File: src/rtl/rwin_pkg.sv
package rwin_pkg;
  localparam int CW        = 11;
  localparam int DW        = 32;
  localparam int START_LSB = 0;
  localparam int END_LSB   = 16;

  typedef logic [CW-1:0] coord_t;

  // counter-domain edge values from screen coordinates and back porch
  function automatic coord_t cvt_h_start(coord_t scr, coord_t bp);
    return coord_t'(scr + bp - coord_t'(2));
  endfunction

  function automatic coord_t cvt_h_end(coord_t scr, coord_t bp);
    return coord_t'(scr + bp - coord_t'(1));
  endfunction

  function automatic coord_t cvt_v_start(coord_t scr, coord_t bp);
    return coord_t'(scr + bp + coord_t'(1));
  endfunction

  function automatic coord_t cvt_v_end(coord_t scr, coord_t bp);
    return coord_t'(scr + bp + coord_t'(2));
  endfunction

  function automatic logic [DW-1:0] pack_word(coord_t lo, coord_t hi);
    logic [DW-1:0] w;
    w = '0;
    w[START_LSB +: CW] = lo;
    w[END_LSB +: CW]   = hi;
    return w;
  endfunction

  function automatic coord_t word_lo(logic [DW-1:0] w);
    return w[START_LSB +: CW];
  endfunction

  function automatic coord_t word_hi(logic [DW-1:0] w);
    return w[END_LSB +: CW];
  endfunction
endpackage

File: src/rtl/rwin_xlate.sv
module rwin_xlate
  import rwin_pkg::*;
(
  input  logic [CW-1:0] scr_x0,
  input  logic [CW-1:0] scr_x1,
  input  logic [CW-1:0] scr_y0,
  input  logic [CW-1:0] scr_y1,
  input  logic [CW-1:0] h_bp,
  input  logic [CW-1:0] v_bp,
  output logic [DW-1:0] hword,
  output logic [DW-1:0] vword
);
  coord_t h_lo, h_hi, v_lo, v_hi;

  always_comb begin
    h_lo  = cvt_h_start(scr_x0, h_bp);
    h_hi  = cvt_h_end(scr_x1, h_bp);
    v_lo  = cvt_v_start(scr_y0, v_bp);
    v_hi  = cvt_v_end(scr_y1, v_bp);
    hword = pack_word(h_lo, h_hi);
    vword = pack_word(v_lo, v_hi);
  end
endmodule

File: src/rtl/rwin_regs.sv
module rwin_regs
  import rwin_pkg::*;
#(
  parameter int NAX = 2
) (
  input  logic          clk,
  input  logic          rst_n,
  input  logic          wr_en,
  input  logic          wr_sel,
  input  logic [DW-1:0] wr_data,
  input  logic          frame_start,
  output logic [CW-1:0] eff_lo [NAX],
  output logic [CW-1:0] eff_hi [NAX]
);
  logic [CW-1:0] pend_lo [NAX];
  logic [CW-1:0] pend_hi [NAX];
  logic [CW-1:0] act_lo  [NAX];
  logic [CW-1:0] act_hi  [NAX];

  logic unused_rsvd;
  assign unused_rsvd = ^{wr_data[DW-1:END_LSB+CW], wr_data[END_LSB-1:START_LSB+CW]};

  for (genvar a = 0; a < NAX; a++) begin : g_axis
    logic sel_me;
    assign sel_me = wr_en && (int'(wr_sel) == a);

    always_ff @(posedge clk or negedge rst_n) begin
      if (!rst_n) begin
        pend_lo[a] <= '0;
        pend_hi[a] <= '0;
      end else if (sel_me) begin
        pend_lo[a] <= word_lo(wr_data);
        pend_hi[a] <= word_hi(wr_data);
      end
    end

    always_ff @(posedge clk or negedge rst_n) begin
      if (!rst_n) begin
        act_lo[a] <= '0;
        act_hi[a] <= '0;
      end else if (frame_start) begin
        act_lo[a] <= pend_lo[a];
        act_hi[a] <= pend_hi[a];
      end
    end

    assign eff_lo[a] = frame_start ? pend_lo[a] : act_lo[a];
    assign eff_hi[a] = frame_start ? pend_hi[a] : act_hi[a];

    // active copy moves only at a frame start
    a_r6_act_frozen: assert property (@(posedge clk) disable iff (!rst_n)
      !frame_start |=> ($stable(act_lo[a]) && $stable(act_hi[a])));
  end
endmodule

File: src/rtl/rwin_axis_cmp.sv
module rwin_axis_cmp #(
  parameter int CW = 11
) (
  input  logic [CW-1:0] pos,
  input  logic [CW-1:0] lo,
  input  logic [CW-1:0] hi,
  output logic          empty,
  output logic          hit
);
  always_comb begin
    empty = (hi <= lo);
    hit   = !empty && (pos >= lo) && (pos < hi);
  end
endmodule

File: src/rtl/rwin_detect_top.sv
module rwin_detect_top
  import rwin_pkg::*;
(
  input  logic          clk,
  input  logic          rst_n,
  input  logic          pix_en,
  input  logic [10:0]   hcnt,
  input  logic [10:0]   vcnt,
  input  logic          wr_en,
  input  logic          wr_sel,
  input  logic [31:0]   wr_data,
  output logic          in_win,
  input  logic [10:0]   scr_x0,
  input  logic [10:0]   scr_x1,
  input  logic [10:0]   scr_y0,
  input  logic [10:0]   scr_y1,
  input  logic [10:0]   h_bp,
  input  logic [10:0]   v_bp,
  output logic [31:0]   cvt_hword,
  output logic [31:0]   cvt_vword
);
  localparam int NAX = 2;

  logic          frame_start;
  logic [CW-1:0] eff_lo [NAX];
  logic [CW-1:0] eff_hi [NAX];
  logic [CW-1:0] pos    [NAX];
  logic          ax_hit [NAX];
  logic          ax_emp [NAX];
  logic          win_hit;

  assign frame_start = pix_en && (hcnt == '0) && (vcnt == '0);
  assign pos[0] = hcnt;
  assign pos[1] = vcnt;

  rwin_regs #(.NAX(NAX)) regs_i (
    .clk(clk), .rst_n(rst_n), .wr_en(wr_en), .wr_sel(wr_sel),
    .wr_data(wr_data), .frame_start(frame_start),
    .eff_lo(eff_lo), .eff_hi(eff_hi)
  );

  for (genvar a = 0; a < NAX; a++) begin : g_cmp
    rwin_axis_cmp #(.CW(CW)) cmp_i (
      .pos(pos[a]), .lo(eff_lo[a]), .hi(eff_hi[a]),
      .empty(ax_emp[a]), .hit(ax_hit[a])
    );
  end

  assign win_hit = ax_hit[0] && ax_hit[1];

  always_ff @(posedge clk or negedge rst_n) begin
    if (!rst_n)      in_win <= 1'b0;
    else if (pix_en) in_win <= win_hit;
  end

  rwin_xlate xlate_i (
    .scr_x0(scr_x0), .scr_x1(scr_x1), .scr_y0(scr_y0), .scr_y1(scr_y1),
    .h_bp(h_bp), .v_bp(v_bp), .hword(cvt_hword), .vword(cvt_vword)
  );

  // enable low holds the flag
  a_r4_hold: assert property (@(posedge clk) disable iff (!rst_n)
    !pix_en |=> $stable(in_win));

  // end value exclusive on the horizontal axis
  a_r3_end_excl: assert property (@(posedge clk) disable iff (!rst_n)
    (pix_en && hcnt == eff_hi[0]) |=> !in_win);

  // below start is outside
  a_r3_below_start: assert property (@(posedge clk) disable iff (!rst_n)
    (pix_en && vcnt < eff_lo[1]) |=> !in_win);

  // degenerate vertical axis suppresses the flag
  a_r5_empty_axis: assert property (@(posedge clk) disable iff (!rst_n)
    (pix_en && eff_hi[1] <= eff_lo[1]) |=> !in_win);

  // fully inside position raises the flag
  a_r2_inside: assert property (@(posedge clk) disable iff (!rst_n)
    (pix_en && hcnt >= eff_lo[0] && hcnt < eff_hi[0]
            && vcnt >= eff_lo[1] && vcnt < eff_hi[1]) |=> in_win);
endmodule

File: config.mk
export PLATFORM = sky130hd
export DESIGN_NAME = rwin_detect_top
export DESIGN_NICKNAME = d
export VERILOG_FILES = /design/src/rtl/rwin_pkg.sv /design/src/rtl/rwin_xlate.sv /design/src/rtl/rwin_regs.sv /design/src/rtl/rwin_axis_cmp.sv /design/src/rtl/rwin_detect_top.sv
export SDC_FILE = /design/constraint.sdc
export NUM_CORES = 1
export LEC_CHECK = 0
export BUFFER_PORTS_ARGS = -buffer_cell sky130_fd_sc_hd__clkbuf_2
export CAP_MARGIN = 20
export CORE_MARGIN = 2
export CORE_UTILIZATION = 59
export DETAILED_ROUTE_END_ITERATION = 7
export PLACE_DENSITY = 0.89
export SYNTH_ARGS = -nofsm -noshare
export SYNTH_HDL_FRONTEND = slang
export SYNTH_SLANG_ARGS = --single-unit
File: constraint.sdc
create_clock -name clk -period 6.4 [get_ports clk]
set_input_delay 0 -clock clk [delete_from_list [all_inputs] [get_ports clk]]
set_output_delay 0 -clock clk [all_outputs]
set_load 0.05 [all_outputs]
Word level (Yosys, flattened, before mapping)
Cells that the tools add are included.

storage, ports and cells
  register bits after elaboration = 89
  bits of input ports = 125
  word-level logic and storage cells = 41

operators by class
  $add $sub $neg = 8
  $lt $le $gt $ge = 6
  multiplexer cells = 4
  bitwise operators = 1
  reduce and logical (&&, ||, !) cells = 13

operators by type and width
  kind                     number
  $add A11 B11 Y11         4
  $mux W11                 4
  $ge A11 B11 Y1           2
  $le A11 B11 Y1           2
  $logic_not A11 Y1        2
  $lt A11 B11 Y1           2
  $add A11 B1 Y11 const B  1
  $add A11 B2 Y11 const B  1
  $sub A11 B1 Y11 const B  1
  $sub A11 B2 Y11 const B  1
  $logic_and A1 B1 Y1      9
  $logic_not A1 Y1         2
  $not A1 Y1               1

Longest topological paths before layout
Gate-level depths: netlist of the first run.

  depth after elaboration = 9
  depth in mapped cells = 18

Hierarchy
Synthesis of the first run repeated with hierarchy kept, for this count alone.

second synthesis, totals
  cells, all modules = 731
  area total of the unflattened synthesis = 7,467.2 um2

modules (own cells, without submodules)
  module           instances  cells an instance  area each (um2)  seq. area each (um2)
  rwin_regs        1          187                3,383.2          2,202.1
  rwin_xlate       1          329                2,459.9          0.0
  rwin_axis_cmp    2          101                757.0            0.0
  rwin_detect_top  1          13                 110.1            25.0

Worst setup path after synthesis of the first run
OpenSTA, ideal clock, no wires.

  path kind = in2reg
  from = input port pix_en
  to = register in_win
  setup time = 0.069 ns
  arrival time = 3.292 ns
  data required time = 6.331 ns
  path slack = 3.039 ns
  stages on the path = 17
  path buffers = 3
  cell sequence = nor4b_2 -> and2_1 -> buf_4 -> nand2_8 -> clkbuf_1 -> clkbuf_1 -> mux2i_1 -> inv_1 -> ha_1 -> nand2_1 -> o21ai_1 -> nand2b_1 -> o2111ai_1 -> or3_1 -> a2111o_1 -> nor3_1 -> a32o_1

RTL lines
  what                  RTL line               text
  start, declared       rwin_detect_top.sv:6   input logic pix_en,
  end signal, assigned  rwin_detect_top.sv:53  else if (pix_en) in_win <= win_hit;
  end, declared         rwin_detect_top.sv:12  output logic in_win,

==> flow_summary_export.csv, run 1 <==
group,metric,value,unit
run_status,outcome,"complete, no violations",
logic_synthesis,synth_area_leaders,"dfrtp_1 30%, ha_1 20%, inv_1 7.4%",
detailed_routing,via_per_inst,5.523,
worst_setup_path,slowest_stage,"and4_1",
logic_synthesis,synthFlopType,"dfrtp_1",
worst_setup_path,slowest_delay,560,ps
power_and_ir_drop,switching_share,0.4030,
clock_network,clockBufferDepth,2,
floorplan,fp.dieW,116.1,um
power_and_ir_drop,clkPwrFrac,0.288,
detailed_routing,vias,6385,
layout,syn_to_final_growth,19.27,%
power_and_ir_drop,power.net_switching,777.4,uW
floorplan,io-pin-count,190,
logic_synthesis,ys_types,66,
worst_setup_path,crit_chain,"clkbuf_2 -> nor4_2 -> and4_1 -> nand2_8 -> mux2i_1 -> inv_1 -> ha_1 -> nand2_1 -> o21ai_1 -> nand2b_1 -> o2111ai_1 -> or3_1 -> a2111o_1 -> nor3_1 -> a32o_1",
clock_network,cts_setup_buffers,0,
layout,num_antenna_cells,0,
logic_synthesis,syn_avg_cell_area,9.239,sq um
layout,nNetsFinal,1231,
global_routing,grt_pass1_vias,6237,
worst_setup_path,crit_family,"simple AND/OR/NAND/NOR gates",
floorplan,rows,40,
logic_synthesis,ys_seq_area_frac,0.3006,
clock_network,cts_buffers,9,
worst_setup_path,crit_buf_inv,2,
floorplan,dieArea,0.01347,sq mm
logic_synthesis,syn-instance-count,802,
detailed_routing,routedWlPerCell,15.55,um
sta,fmax,266.0,MHz
placement,place_inst,1117,
global_routing,antenna_found_initial,0,
logic_synthesis,synth_most_common_cell,"inv_1",
floorplan,start_util,0.6118,
global_routing,grt-ovfl-total,0,
clock_network,worstSkewPairLatency,350,ps
logic_synthesis,synth_edf_count,0,
placement,dp_hpwl,13700,um
detailed_routing,routed_wl,17970,um
logic_synthesis,syn_area,0.007410,sq mm
power_and_ir_drop,leakagePower,0.005001,uW
worst_setup_path,crit_arrival,4040,ps
sta,rsz0062_at_grt,"no",
placement,io_buffers,159,
floorplan,core,0.01211,sq mm
run,drv_cap,0,
clock_network,clock-sinks,89,
worst_setup_path,start_kind,"input port",
logic_synthesis,async_reset_ff_frac,1.000,
clock_network,clock-root-buffer,"clkbuf_16",
logic_synthesis,synth_common_cells,"147 x inv_1, 119 x ha_1, 89 x dfrtp_1",
power_and_ir_drop,p_seq_frac,0.329,
sta,hold_viol,0,
global_routing,grt_usage,0.2703,
sta,fin_crit_sh,0.5874,
power_and_ir_drop,power_density,218.3,mW/mm^2
sta,relSlewSlack,0.2663,
logic_synthesis,ys_seq_elements,89,
worst_setup_path,path_max_fanout,46,
detailed_routing,ant_nets,0,
power_and_ir_drop,irDropWorstVdd,0.1712,mV
global_routing,grt_max_degree,60,
worst_setup_path,cp.required,6680,ps
detailed_routing,first_pass_iters,5,
layout,fin_cells,1156,
detailed_routing,remaining_drc_errors,0,
placement,gp_congestion,0.8849,
sta,setup_viol,0,
logic_synthesis,synth_top_area_share,0.3006,
sta,finClkSkew,7.014,ps
layout,drive_above_1_share,0.2338,
sta,worstMarginPinSlew,1098,ps
detailed_routing,dr.first_iter.drc_count,454,
sta,drv_slew,0,
worst_setup_path,critical_path_class,"input port to flip-flop",
power_and_ir_drop,p_int,1152,uW
clock_network,clk_pin_slew_worst_paths,60,ps
logic_synthesis,ys.warnings.count,0,
min_path,holdCritPathClass,"input port to flip-flop",
power_and_ir_drop,p_comb_frac,0.383,
sta,period_needed,3759,ps
clock_network,cts_tree,"built",
clock_network,htreeDepth,3,
floorplan,die_h,116.1,um
placement,place_ws,2477,ps
sta,setup_ws,2641,ps
worst_setup_path,crit_path_end_kind,"flip-flop",
global_routing,grt_pass1_wl,28480,um
logic_synthesis,yosysTopAreaCell,"dfrtp_1",
sta,finalSetupTns,0,ps
-- final cells by class --
type                       count  area [sq um]
clock buffer                   9         225.2
clock inverter                 7         87.58
fill                         829          3274
inverter                     148         555.5
multi-input combinational    551          4488
sequential                    89          2227
tap                          168         210.2
timing repair buffer         184          1044
-- cells by family after synthesis --
kind of cell               synth area share
and+or+nand+nor                      0.1233
buffers and inverters                0.1037
muxes                               0.09929
AOI/OAI and AO/OA                    0.1167
DFF                                  0.3006
adders and majority gates            0.2146
xor gates and xnor gates            0.04137
other                             0.0005061
-- power groups by stage --
stage               Sequential (uW)  Clock (uW)  Combinational [uW]
floorplan                       633           0                 557
global placement                641           0                 705
detailed placement              643           0                 724
CTS                             633         556                 739
global route                    638         580                 797
finish                          635         555                 739
-- tightest hold or removal path, cell delays in order --
cell      delay [ps]
clkbuf_2         110
inv_1            120
a32o_1           130
-- metal layers --
layer,global-route usage,up-vias,part of all wire
li1,-,3072,-
met1,0.3208,2999,0.41
met2,0.4764,256,0.49
met3,0.04812,58,0.062
met4,0.1262,0,0.036
met5,0,-,0
-- through the flow --
stage	hold slack [ps]	util	instance area (sq um)	total power, uW
2_1_floorplan	-295.6	-	7481	1190
3_3_place_gp	-51.70	0.6848	8294	1346
3_5_place_dp	-56.47	0.6848	8294	1367
4_1_cts	40.22	0.7296	8837	1929
5_1_grt	74.01	0.7296	8837	2015
6_report	60.36	0.7296	8837	1929
-- what timing repair did --
action                    CTS  global route
resized for setup           0             0
hold endpoints to repair   74             0
hold buffers               23             0
-- sequential cells by signal, summed over array words and instances (netlist names) --
signal,count
regs_i.pend_lo,22
regs_i.act_lo,22
regs_i.act_hi,22
in_win,1
regs_i.pend_hi,22
-- final timing paths --
kind / startpoint / end / slack (ps) / depth (start not counted)
setup / recovery: hcnt[5] / in_win$_DFFE_PN0P_ / 2640 / 15
hold / removal: pix_en / in_win$_DFFE_PN0P_ / 60 / 3
setup reg to reg: regs_i.pend_hi[10]$_DFFE_PN0P_ / in_win$_DFFE_PN0P_ / 3560 / 11
hold reg to reg: regs_i.act_lo[19]$_DFF_PN0_ / regs_i.act_lo[19]$_DFF_PN0_ / 510 / 2
max in group asynchronous: rst_n / regs_i.act_hi[3]$_DFF_PN0_ / 5220 / 3
min in group asynchronous: rst_n / regs_i.act_hi[19]$_DFF_PN0_ / 120 / 2
-- placed cells by master (no fill, tap or decap), types with 4 or more instances in the layout --
cell type,instances
nand2b_1,7
inv_1,147
a2111oi_0,4
dlygate4sd3_1,23
and2_1,5
conb_1,20
xor2_1,11
ha_1,119
mux2i_1,24
a211oi_1,6
nor2b_1,11
a21oi_1,32
mux2_2,42
nand3_1,12
clkbuf_16,9
o21ai_1,8
a21boi_1,4
o21bai_1,4
nor2_1,20
nand4_1,9
nand2_1,61
a21o_1,18
nor3_1,13
o21ai_0,27
fa_1,4
and3_1,6
clkbuf_2,158
dfrtp_1,89
nor4_1,6
xnor2_1,24
and4_1,5
(Power assumes the default switching activity.)
==> run 2: changes to the inputs <==
- CORE_UTILIZATION: 59 -> 55
- PLACE_DENSITY: 0.89 -> 0.83
- clock period: 6.4 -> 3.6 ns (I/O delays scaled with it)
==> flow_summary_export.csv, run 2 (synthesized netlist as in run 1, its figures left out) <==
group,metric,value,unit
sta,fmax,323.2,MHz
clock_network,clockBufferDepth,2,
worst_setup_path,crit_chain,"clkbuf_2 -> nor4_2 -> and4_1 -> nand2_8 -> buf_4 -> nor2_1 -> a21o_1 -> inv_1 -> ha_1 -> a211oi_1 -> o21bai_1 -> a211oi_1 -> or3_1 -> a2111o_1 -> nor3_1 -> a32o_1",
global_routing,grt_max_degree,58,
floorplan,die_h,120.1,um
worst_setup_path,cp-startpoint,"hcnt[5]",
placement,gp_congestion,0.9347,
floorplan,io-pin-count,190,
detailed_routing,vias,6300,
layout,multi_input_area,0.004488,sq mm
clock_network,clock-sinks,89,
worst_setup_path,crit_path_end,"in_win$_DFFE_PN0P_",
sta,fin_crit_sh,0.8594,
global_routing,antenna_found_initial,0,
layout,final_common_cell,"clkbuf_2",
layout,nFillCells,1025,
power_and_ir_drop,irDropWorstVdd,0.2656,mV
worst_setup_path,cp.required,3880,ps
floorplan,rows,42,
worst_setup_path,worst_r2r_endpoint,"in_win$_DFFE_PN0P_",
detailed_routing,first_pass_iters,5,
sta,period_needed,3094,ps
worst_setup_path,rrSetupSlack,980,ps
placement,io_buffers,159,
detailed_routing,via_per_inst,5.366,
power_and_ir_drop,power_density,383.9,mW/mm^2
layout,num_antenna_cells,0,
layout,stdcell_area,0.008951,sq mm
clock_network,cts_tree,"built",
clock_network,worstSkewPairLatency,340,ps
power_and_ir_drop,leakagePower,0.005066,uW
sta,worstMarginPinSlew,699.4,ps
detailed_routing,dr.first_iter.drc_count,521,
worst_setup_path,worst-r2r-cell-count,11,
worst_setup_path,crit_path_end_kind,"flip-flop",
sta,setup_ws,506.1,ps
layout,finalCoreUtilization,0.6786,
worst_setup_path,crit_path_frequent_cell,"a211oi_1",
placement,dp_hpwl,13770,um
detailed_routing,routed_wl,17680,um
run_status,outcome,"complete, no violations",
clock_network,clk_pin_slew_worst_paths,60,ps
worst_setup_path,slowest_delay,390,ps
placement,place_area,0.008387,sq mm
worst_setup_path,path_max_fanout,26,
clock_network,clock-root-buffer,"clkbuf_16",
detailed_routing,routedWlPerCell,15.06,um
power_and_ir_drop,power,3437,uW
layout,syn_to_final_growth,20.80,%
floorplan,dieArea,0.01442,sq mm
sta,setup_viol,0,
sta,relSlewSlack,0.5337,
sta,finalSetupTns,0,ps
worst_setup_path,start_kind,"input port",
detailed_routing,ant_nets,0,
layout,final_cell_mix,"158 x clkbuf_2, 147 x inv_1, 119 x ha_1, 89 x dfrtp_1, 61 x nand2_1",
global_routing,grt_pass1_vias,6201,
run,drv_cap,0,
sta,rsz0062_at_grt,"no",
layout,seq_area,0.002227,sq mm
sta,hold_viol,0,
floorplan,fp.dieW,120.1,um
global_routing,grt-ovfl-total,0,
sta,drv_slew,0,
worst_setup_path,slowest_stage,"nor4_2",
min_path,holdCritPathClass,"input port to flip-flop",
clock_network,htreeDepth,3,
floorplan,start_util,0.5618,
layout,nNetsFinal,1243,
global_routing,grt_pass1_wl,29290,um
layout,drive_above_1_share,0.2415,
sta,finClkSkew,4.671,ps
floorplan,core,0.01319,sq mm
min_path,min_delay_path_depth,3,
placement,place_ws,166.2,ps
worst_setup_path,rr_startpoint,"regs_i.act_hi[10]$_DFF_PN0_",
global_routing,grt_usage,0.2545,
detailed_routing,remaining_drc_errors,0,
worst_setup_path,critical_path_class,"input port to flip-flop",
worst_setup_path,crit_arrival,3370,ps
clock_network,cts_buffers,9,
[run 2: changes by cell type in the layout (fill, tap and decap cells not counted), sizes merged]
cell / before / now
buf: 3 / 15
bufinv: 1 / 2
clkinvlp: 2 / 1
inv: 151 / 149
[run 2: worst min path at each step]
stage / start / to / slack (ps)
final: pix_en / in_win$_DFFE_PN0P_ / 60
after global routing: pix_en / in_win$_DFFE_PN0P_ / 60
after CTS: pix_en / in_win$_DFFE_PN0P_ / 30
after detailed placement: rst_n / regs_i.pend_lo[20]$_DFFE_PN0P_ / 100
after global placement: rst_n / regs_i.act_lo[20]$_DFF_PN0_ / 100
after floorplan: rst_n / in_win$_DFFE_PN0P_ / -300
[run 2: repair_timing]
item,in CTS,in global routing
setup buffers,0,0
resized for setup,0,0
hold buffers,23,0
setup endpoints to repair,0,0
hold endpoints to repair,100,0
[run 2: final cells by class]
| cell class | instances | area share |
|---|---|---|
| sequential | 89 | 0.2488 |
| tap | 176 | 0.02460 |
| clock inverter | 5 | 0.009086 |
| clock buffer | 9 | 0.02516 |
| timing repair buffer | 196 | 0.1289 |
| inverter | 148 | 0.06206 |
| multi-input combinational | 551 | 0.5014 |
[run 2: routing by layer]
metal	part of all wire	up-vias	global-route usage
met4	0.021	0	0.07279
met5	0	-	0
met1	0.43	2970	0.3207
li1	-	3092	-
met3	0.053	38	0.03850
met2	0.50	200	0.4513
[run 2: worst max-delay path, delay by kind of cell]
family / cells / cell delay [ps]
buf+inv: 3 / 450
fa+ha+maj: 1 / 260
compound gates: 6 / 950
simple gates: 6 / 1700
[run 2: through the flow]
step                      std cells  hold slack (ps)
final                          1174            58.61
after global routing           1174            56.21
after CTS                      1173            32.73
after detailed placement       1136            98.21
after global placement         1136            98.70
after floorplan                 821           -295.6
[run 2: where the power goes]
part           internal [uW]  switching (uW)  leakage [uW]
clock                    601             385      0.000148
combinational            423             890       0.00378
sequential              1070            63.2       0.00114
total                   2100            1340       0.00507
==> run 3: changes to the inputs <==
- SYNTH_HIERARCHICAL: not set -> 1
==> flow_summary_export.csv, run 3 <==
group,metric,value,unit
run_status,outcome,"complete, no violations",
sta,relSlewSlack,0.4450,
clock_network,worstSkewPairLatency,340,ps
worst_setup_path,slowest_delay,520,ps
sta,worstMarginPinSlew,829.6,ps
floorplan,io-pin-count,190,
power_and_ir_drop,power_density,403.8,mW/mm^2
worst_setup_path,start_kind,"input port",
run,drv_cap,0,
logic_synthesis,synth_top_family_by_area,"adder cells",
detailed_routing,dr.first_iter.drc_count,302,
logic_synthesis,synthFlopType,"dfrtp_1",
sta,drv_slew,0,
worst_setup_path,crit_family,"buffers and inverters",
global_routing,grt_max_degree,59,
worst_setup_path,cp-startpoint,"pix_en",
power_and_ir_drop,leakagePower,0.004659,uW
layout,syn_to_final_growth,19.60,%
logic_synthesis,synth_most_common_cell,"ha_1",
logic_synthesis,synthMuxAreaShare,0.1428,
logic_synthesis,ys_seq_area_frac,0.2983,
placement,dp_hpwl,13740,um
logic_synthesis,synth_common_cells,"131 x ha_1, 129 x inv_1, 89 x dfrtp_1",
logic_synthesis,async_reset_ff_frac,1.000,
worst_setup_path,path_max_fanout,23,
sta,fmax,311.4,MHz
layout,stdcell_area,0.008931,sq mm
floorplan,die_h,120.5,um
logic_synthesis,yosysTopAreaCell,"dfrtp_1",
logic_synthesis,yosys.area_share.xor_xnor,0.04574,
global_routing,busiest_layer,"met2",
detailed_routing,vias,5910,
min_path,holdCritPathClass,"input port to flip-flop",
logic_synthesis,synth_fa_ha_area_frac,0.2302,
worst_setup_path,crit_path_end_kind,"flip-flop",
global_routing,grt_usage,0.2566,
clock_network,cts_buffers,9,
logic_synthesis,synth_top_area_share,0.2983,
detailed_routing,routedWlPerCell,16.48,um
power_and_ir_drop,irDropWorstVdd,0.3438,mV
floorplan,dieArea,0.01453,sq mm
sta,setup_viol,0,
sta,period_needed,3211,ps
layout,final_cell_mix,"158 x clkbuf_2, 131 x ha_1, 129 x inv_1, 89 x dfrtp_1, 67 x mux2_2",
worst_setup_path,critical_path_class,"input port to flip-flop",
placement,gp_congestion,0.9561,
detailed_routing,ant_nets,0,
min_path,hp-start,"wr_sel",
worst_setup_path,crit_arrival,3430,ps
floorplan,fp.dieW,120.5,um
global_routing,antenna_found_initial,0,
worst_setup_path,slowest_stage,"dlygate4sd3_1",
logic_synthesis,synth_compound_area_frac,0.1020,
sta,hold_viol,0,
sta,finClkSkew,7.368,ps
clock_network,cts_setup_buffers,0,
logic_synthesis,syn_avg_cell_area,10.21,sq um
layout,nFillCells,1011,
placement,place_inst,1059,
sta,finalSetupTns,0,ps
global_routing,grt-ovfl-total,0,
clock_network,clockBufferDepth,2,
sta,rsz0062_at_grt,"no",
logic_synthesis,syn_area,0.007467,sq mm
logic_synthesis,syn-instance-count,731,
detailed_routing,first_pass_iters,4,
worst_setup_path,cp.required,3820,ps
logic_synthesis,ys.warnings.count,6,
worst_setup_path,crit_chain,"dlygate4sd3_1 -> clkbuf_2 -> nor4b_2 -> nand2_1 -> nor2_4 -> buf_4 -> mux2_2 -> inv_1 -> ha_1 -> nor2b_1 -> a221oi_1 -> o31ai_1 -> o31ai_2 -> a211oi_2 -> nand3_1 -> o21ai_0",
logic_synthesis,ys_seq_elements,89,
logic_synthesis,ys_types,51,
floorplan,rows,42,
sta,fin_crit_sh,0.8920,
layout,final_common_cell,"clkbuf_2",
layout,fin_cells,1100,
worst_setup_path,rr_startpoint,"regs_i/pend_lo[13]$_DFFE_PN0P_",
clock_network,clk_pin_slew_worst_paths,70,ps
global_routing,globalRouteMet2Util,0.4626,
global_routing,grt_util_met3,0.05472,
logic_synthesis,synth_edf_count,0,
global_routing,grt_pass1_wl,29260,um
global_routing,grt_pass1_vias,6213,
floorplan,start_util,0.5639,
floorplan,core,0.01324,sq mm
logic_synthesis,synth_area_leaders,"dfrtp_1 30%, ha_1 22%, mux2_2 10%",
global_routing,met1_usage,0.2902,
placement,io_buffers,159,
clock_network,htreeDepth,3,
clock_network,clock-sinks,89,
detailed_routing,routed_wl,18130,um
placement,place_area,0.008346,sq mm
clock_network,cts_tree,"built",
clock_network,clock-root-buffer,"clkbuf_16",
detailed_routing,via_per_inst,5.373,
detailed_routing,remaining_drc_errors,0,
logic_synthesis,synthSimpleGateAreaFrac,0.08127,
layout,drive_above_1_share,0.3153,
layout,nNetsFinal,1178,
worst_setup_path,crit_buf_inv,4,
run 3: cell type report:
| class | count | area, sq um | area share |
|---|---|---|---|
| Antenna cell | 1 | 2.502 | 0.0002802 |
| Clock buffer | 10 | 239.0 | 0.02676 |
| Clock inverter | 6 | 97.59 | 0.01093 |
| Inverter | 131 | 491.7 | 0.05506 |
| Multi-Input combinational cell | 500 | 4584 | 0.5133 |
| Sequential cell | 89 | 2227 | 0.2494 |
| Tap cell | 176 | 220.2 | 0.02466 |
| Timing Repair Buffer | 187 | 1069 | 0.1196 |
run 3: logic make-up after synthesis:
kind of cell	Yosys count
buffers and inverters	161
adder cells (fa/ha/maj)	135
AND/OR/NAND/NOR	110
AO/OA/AOI/OAI	108
flip-flops	89
multiplexers	88
XOR/XNOR	39
other	1
run 3: metrics by stage:
step	power [uW]	hold WS (ps)	setup WS, ps	util
5_1_grt	3780	211.3	195.8	0.6742
6_report	3606	206.4	388.7	0.6744
3_3_place_gp	2511	94.72	502.8	0.6302
4_1_cts	3611	201.8	267.0	0.6738
2_1_floorplan	2208	-295.6	1163	-
3_5_place_dp	2535	96.89	468.2	0.6302
run 3: power by group:
part / internal [uW] / total, uW / switching (uW)
sequential: 1070 / 1120 / 47.0
clock: 637 / 1050 / 414
combinational: 478 / 1430 / 957
total: 2190 / 3610 / 1420
run 3: what timing repair did:
| action | 4_1_cts | 5_1_grt |
|---|---|---|
| endpoints found under the setup margin | 0 | 1 |
| hold buffers | 24 | 0 |
| endpoints found under the hold margin | 102 | 0 |
| gates resized for setup | 0 | 1 |
run 3: worst reg2reg max path: cells and delay by family, from the launching register on:
family	cells	cell delay [ps]
DFF	1	380
and+or+nand+nor	2	260
muxes	1	270
AOI/OAI and AO/OA	5	810
buffers and inverters	1	90
adders and majority gates	1	260
run 3: path summary, 6_finish.rpt:
kind / end / slack [ps] / depth (start not counted)
max: in_win$_DFFE_PN0P_ / 390 / 16
min: regs_i/pend_lo[21]$_DFFE_PN0P_ / 210 / 3
max reg2reg: in_win$_DFFE_PN0P_ / 1400 / 10
min reg2reg: regs_i/pend_hi[13]$_DFFE_PN0P_ / 500 / 1
max in group asynchronous: regs_i/pend_hi[12]$_DFFE_PN0P_ / 2450 / 3
min in group asynchronous: regs_i/pend_lo[4]$_DFFE_PN0P_ / 260 / 2
run 3: routing by layer:
layer	vias up	share of wire	wire, um
li1	2864	-	-
met1	2778	0.40	7161
met2	217	0.51	9250
met3	51	0.061	1097
met4	0	0.034	617
met5	-	0	0
